### config.mk
export PLATFORM = sky130hd
export DESIGN_NAME = clkdiv_pair
export DESIGN_NICKNAME = d
export VERILOG_FILES = /design/src/rtl/cd_pkg.sv /design/src/rtl/cd_enable_gate.sv /design/src/rtl/cd_ratio_div.sv /design/src/rtl/clkdiv_pair.sv
export SDC_FILE = /design/constraint.sdc
export NUM_CORES = 1
export LEC_CHECK = 0
export BUFFER_PORTS_ARGS = -buffer_cell sky130_fd_sc_hd__buf_2
export CAP_MARGIN = 30
export CORE_MARGIN = 2
export CORE_UTILIZATION = 45
export CTS_CLUSTER_DIAMETER = 80
export DETAILED_ROUTE_END_ITERATION = 10
export GPL_ROUTABILITY_DRIVEN = 0
export HOLD_SLACK_MARGIN = 0.12
export PLACE_DENSITY = 0.62
export SYNTH_ARGS = -nofsm -noshare
export SYNTH_HDL_FRONTEND = slang
export SYNTH_SLANG_ARGS = --single-unit
export TNS_END_PERCENT = 30
### constraint.sdc
create_clock -name clk_in -period 2.1 [get_ports clk_in]
set_input_delay 0.42 -clock clk_in [delete_from_list [all_inputs] [get_ports clk_in]]
set_output_delay 0.42 -clock clk_in [all_outputs]
set_load 0.005 [all_outputs]
### src/rtl/cd_pkg.sv
package cd_pkg;

  // Ratios of the two outputs for each mode-pin combination
  localparam int unsigned RATIO_A_SLOW    = 2;
  localparam int unsigned RATIO_B_SLOW_LO = 4;
  localparam int unsigned RATIO_B_SLOW_HI = 6;
  localparam int unsigned RATIO_B_FAST_LO = 2;
  localparam int unsigned RATIO_B_FAST_HI = 3;
  localparam int unsigned RATIO_MAX       = 6;

  localparam int unsigned CNT_W = $clog2(RATIO_MAX + 1);

  typedef logic [CNT_W-1:0] cnt_t;

  // Ratio of output B selected by the mode pins
  function automatic cnt_t b_ratio(input logic fast, input logic alt);
    cnt_t r;
    case ({fast, alt})
      2'b00:   r = cnt_t'(RATIO_B_SLOW_LO);
      2'b01:   r = cnt_t'(RATIO_B_SLOW_HI);
      2'b10:   r = cnt_t'(RATIO_B_FAST_LO);
      default: r = cnt_t'(RATIO_B_FAST_HI);
    endcase
    return r;
  endfunction

  // Number of counts the output stays high: half for even ratios, one for odd
  function automatic cnt_t high_len(input cnt_t n);
    return n[0] ? cnt_t'(1) : (n >> 1);
  endfunction

endpackage

### src/rtl/cd_enable_gate.sv
module cd_enable_gate #(
  parameter int unsigned SYNC_STAGES = 2
) (
  input  logic clk_in,
  input  logic rst_n,
  input  logic run_en,
  output logic gate_en,
  output logic gck
);

  logic [SYNC_STAGES-1:0] rel_q;
  logic [SYNC_STAGES-1:0] rel_d;
  logic                   en_q;
  logic                   en_d;

  // Reset release walks through a falling-edge shift chain before enabling
  always_comb begin
    rel_d = (rel_q << 1) | {{(SYNC_STAGES-1){1'b0}}, 1'b1};
    en_d  = run_en & rel_q[SYNC_STAGES-1];
  end

  always_ff @(negedge clk_in or negedge rst_n) begin
    if (!rst_n) begin
      rel_q <= '0;
      en_q  <= 1'b0;
    end else begin
      rel_q <= rel_d;
      en_q  <= en_d;
    end
  end

  assign gate_en = en_q;
  // en_q only moves while clk_in is low, so this AND cannot form a runt
  assign gck     = clk_in & en_q;

endmodule

### src/rtl/cd_ratio_div.sv
module cd_ratio_div
  import cd_pkg::*;
(
  input  logic clk_in,
  input  logic rst_n,
  input  logic tick,
  input  cnt_t ratio_live,
  input  cnt_t ratio_held,
  output logic at_start,
  output logic div_out
);

  cnt_t cnt_q;
  cnt_t cnt_d;
  cnt_t len;
  logic out_q;
  logic out_d;

  assign at_start = (cnt_q == '0);

  // Period start uses the live ratio; later counts use the held one
  always_comb begin
    len   = at_start ? ratio_live : ratio_held;
    cnt_d = cnt_q;
    out_d = out_q;
    if (tick) begin
      out_d = (cnt_q < high_len(len));
      cnt_d = (cnt_q == len - cnt_t'(1)) ? '0 : cnt_q + cnt_t'(1);
    end
  end

  always_ff @(posedge clk_in or negedge rst_n) begin
    if (!rst_n) begin
      cnt_q <= '0;
      out_q <= 1'b0;
    end else begin
      cnt_q <= cnt_d;
      out_q <= out_d;
    end
  end

  assign div_out = out_q;

endmodule

### src/rtl/clkdiv_pair.sv
module clkdiv_pair
  import cd_pkg::*;
#(
  parameter int unsigned SYNC_STAGES = 2
) (
  input  logic clk_in,
  input  logic rst_n,
  input  logic run_en,
  input  logic mode_fast,
  input  logic mode_alt,
  output logic clk_a,
  output logic clk_b
);

  localparam int unsigned NUM_CH = 2;
  localparam int unsigned CH_A   = 0;
  localparam int unsigned CH_B   = 1;

  logic              gate_en;
  logic              gck;
  cnt_t              ratio_live [NUM_CH];
  cnt_t              ratio_q    [NUM_CH];
  cnt_t              ratio_d    [NUM_CH];
  logic [NUM_CH-1:0] at_start;
  logic [NUM_CH-1:0] div_out;
  logic              a_mode_q;
  logic              a_mode_d;

  cd_enable_gate #(
    .SYNC_STAGES (SYNC_STAGES)
  ) u_gate (
    .clk_in  (clk_in),
    .rst_n   (rst_n),
    .run_en  (run_en),
    .gate_en (gate_en),
    .gck     (gck)
  );

  assign ratio_live[CH_A] = cnt_t'(RATIO_A_SLOW);
  assign ratio_live[CH_B] = b_ratio(mode_fast, mode_alt);

  // Ratios and the pass-through choice are captured at a period start
  always_comb begin
    for (int ch = 0; ch < NUM_CH; ch++) begin
      ratio_d[ch] = (gate_en && at_start[ch]) ? ratio_live[ch] : ratio_q[ch];
    end
    a_mode_d = (gate_en && at_start[CH_A]) ? mode_fast : a_mode_q;
  end

  always_ff @(posedge clk_in or negedge rst_n) begin
    if (!rst_n) begin
      for (int ch = 0; ch < NUM_CH; ch++) begin
        ratio_q[ch] <= '0;
      end
      a_mode_q <= 1'b0;
    end else begin
      for (int ch = 0; ch < NUM_CH; ch++) begin
        ratio_q[ch] <= ratio_d[ch];
      end
      a_mode_q <= a_mode_d;
    end
  end

  for (genvar ch = 0; ch < NUM_CH; ch++) begin : g_ch
    cd_ratio_div u_div (
      .clk_in     (clk_in),
      .rst_n      (rst_n),
      .tick       (gate_en),
      .ratio_live (ratio_live[ch]),
      .ratio_held (ratio_q[ch]),
      .at_start   (at_start[ch]),
      .div_out    (div_out[ch])
    );
  end

  assign clk_a = a_mode_q ? gck : div_out[CH_A];
  assign clk_b = div_out[CH_B];

endmodule

==> qor.tcl <==
set qor(p_int_mw) 1.03
set qor(first_global_vias) 726
set qor(layout.nets) 122
set qor(timing.hold.worst.class) {in2reg}
set qor(timing.final.ws_setup_ns) -0.489
set qor(power_switching_mw) 0.703
set qor(synth.ff_latch_count) 16
set qor(drtAntennaViolNets) 0
set qor(layout.cells.most_common_list) {13 x sky130_fd_sc_hd__dfrtp_1, 9 x sky130_fd_sc_hd__nand2_1, 8 x sky130_fd_sc_hd__buf_4}
set qor(clkTransAtPathRegs_ns) 0.09
set qor(hp-start) {mode_fast}
set qor(synth_largest_type_area_fraction_pct) 36.3
set qor(overall_track_demand_over_capacity_in_global_routing_pct) 18.1
set qor(antenna-diode-count) 0
set qor(cts_tree) {yes}
set qor(port_buffers) 6
set qor(timing.final.max_slew_violations) 0
set qor(cp.required_ns) 1.68
set qor(ys_top_cells_by_area) {sky130_fd_sc_hd__dfrtp_1 36%, sky130_fd_sc_hd__ha_1 9.8%, sky130_fd_sc_hd__dfrtn_1 8.4%}
set qor(setup-violations-final) 11
set qor(holdWs_ns) 0.253
set qor(seq_area_frac_synth_pct) 44.7
set qor(number_of_vias_per_cell) 5.18
set qor(detail_route.iter0.violations) 9
set qor(finalSetupTns_ns) -1.38
set qor(core.rowCount) 16
set qor(post-dp-hpwl_mm) 1.26
set qor(critical_path_class) {reg2out}
set qor(vias) 704
set qor(yosysWarningCount) 0
set qor(rsz0062_at_grt) {true}
set qor(routedWlPerCell_um) 13.3
set qor(grt_max_degree) 11
set qor(crit_path_max_fanout) 2
set qor(wire_length_of_the_first_global_routing_pass_mm) 3.06
set qor(setup.worst_path.end_class) {output port}
set qor(ios) 7
set qor(irDropWorstVdd_mv) 0.780
set qor(finalPower_mw) 1.73
set qor(post-synth-top-area-cell) {sky130_fd_sc_hd__dfrtp_1}
set qor(startpoint_type) {flip-flop}
set qor(synth.distinct_cells) 33
set qor(die_height_um) 48.6
set qor(violations) {setup timing}
set qor(drc_errors_left) 0
set qor(finalWirelength_mm) 1.81
set qor(synth.avg_cell_area_um2) 10.3
set qor(worst_ep_arrival_time_ns) 2.17
set qor(powerDensity_nw_per_um2) 1510
set qor(setup.worst_path.start) {u_gate.gate_en}
set qor(hold_violations) 0
set qor(syn_nets) 99
set qor(clock_power_share_pct) 18.8
set qor(pre_cts_ws_ns) -0.117
set qor(area.growth.synth_to_final_pct) 28.1
set qor(sw_frac_of_total_pct) 40.6
set qor(r2r.worst_path.cells) 5
set qor(critical_path.endpoint) {clk_a}
set qor(die_area_um2) 2360
set qor(fp.dieW_um) 48.6
set qor(static-leakage-power_nw) 0.545
set qor(worstReg2RegEnd) {g_ch[1].u_div.cnt_q[0]}
set qor(layout_commonest_cell) {sky130_fd_sc_hd__dfrtp_1}
set qor(starting_density_of_the_core_pct) 46.6
set qor(origin_of_the_critical_flop_to_flop_path) {u_gate.gate_en}
set qor(run_status) {finished, violations left}
set qor(post_synth_instance_area_um2) 896
set qor(power.combinational.fraction_pct) 51.8
set qor(number_of_detailed_routing_iterations_run_before_antenna_repair) 5
set qor(fin_util_pct) 59.7
set qor(r2r_slack_ns) -0.20
set qor(grt_overflow) 0
set qor(antenna_found_initial) 0
set qor(drv.max_cap_violation_count) 0
set qor(core-area_um2) 1920
set qor(netlist_instances) 87
set qor(relative_contribution_of_sequential_cells_to_total_power_pct) 29.4
set qor(worst_skew_pair.late_latency_ns) 0.42
set qor(worst_clock_skew_ns) 0.00938
set qor(final_layout_size_suffix_gt1_share_pct) 34.9
-- what timing repair did --
| item | 4_1_cts | 5_1_grt |
|---|---|---|
| hold buffers | 1 | 0 |
| gates resized for setup | 3 | 7 |
| pin swaps | 1 | 0 |
| hold endpoints to repair | 13 | 0 |
| endpoints found under the setup margin | 10 | 11 |
| setup buffers | 1 | 0 |
-- registers in the layout, summed over array words and instances (netlist names) --
| name | cells |
|---|---|
| g_ch.u_div.div_out | 2 |
| g_ch.u_div.cnt_q | 6 |
| u_gate.rel_q | 2 |
| ratio_q | 4 |
| a_mode_q | 1 |
| u_gate.gate_en | 1 |
-- logic make-up (layout without fill, tap and decap cells) --
logic type                 Yosys count  in the layout  synth area share, %
muxes                                4              4                 5.17
buffers and inverters                8             30                 3.49
xor gates and xnor gates             4              4                 6.01
DFF                                 16             16                 44.7
other                                1              1                0.419
adders and majority gates            7              7                 9.78
AOI/OAI and AO/OA                   20             20                 15.5
and+or+nand+nor                     27             27                 14.9
-- area by class of cell --
class	instances	area, µm²
well taps	27	33.8
repair buffers	15	106
inverters	7	31.3
flip-flops and latches	16	400
fillers	176	774
multi-input cells	63	512
clock buffers	8	63.8
-- Yosys cell counts, drive strengths merged --
library cell / count
or2: 1
nand2: 10
nor2: 5
a31oi: 2
conb: 1
o2bb2ai: 1
nand3: 3
nor3: 2
dfrtp: 13
o22ai: 2
dfrtn: 3
mux2: 2
o21a: 1
a21o: 1
a22o: 2
nand3b: 1
buf: 1
inv: 7
nor2b: 2
and2: 1
o31ai: 1
a311oi: 1
o21ai: 7
mux2i: 2
nand2b: 2
ha: 7
xor2: 3
xnor2: 1
a21oi: 2
-- worst max-delay path, cell delays in order (launching register included) --
cell	delay [ns]
sky130_fd_sc_hd__dfrtn_1	0.44
sky130_fd_sc_hd__nand3_2	0.08
sky130_fd_sc_hd__o21ai_2	0.06
sky130_fd_sc_hd__buf_2	0.12
-- power groups by stage --
stage	Sequential (mW)	Clock, mW	Combinational (mW)
2_1_floorplan	0.524	0.00778	0.594
3_3_place_gp	0.506	0.0152	0.808
3_5_place_dp	0.511	0.0152	0.831
4_1_cts	0.504	0.317	0.840
5_1_grt	0.525	0.364	1.01
6_report	0.510	0.326	0.899
-- worst min path at each step --
stage / slack (ns) / cells past startpoint / endpoint
6_report: 0.25 / 2 / ratio_q[2]
5_1_grt: 0.26 / 2 / ratio_q[2]
4_1_cts: 0.28 / 2 / ratio_q[2]
3_5_place_dp: 0.26 / 1 / ratio_q[2]
3_3_place_gp: 0.26 / 1 / ratio_q[2]
2_1_floorplan: 0.12 / 0 / a_mode_q
-- per-stage QoR --
stage          std cells  area, µm²
5_1_grt              136       1150
3_3_place_gp         127       1030
4_1_cts              136       1120
2_1_floorplan         87        921
3_5_place_dp         127       1030
6_report             136       1150
-- metal layers --
metal	global-route usage (%)	wire length (µm)	vias up
li1	-	-	339
met1	20.2	778	330
met2	27.2	866	25
met3	7.72	79	10
met4	13.8	89	0
met5	0	0	-
(Power assumes the default switching activity.)
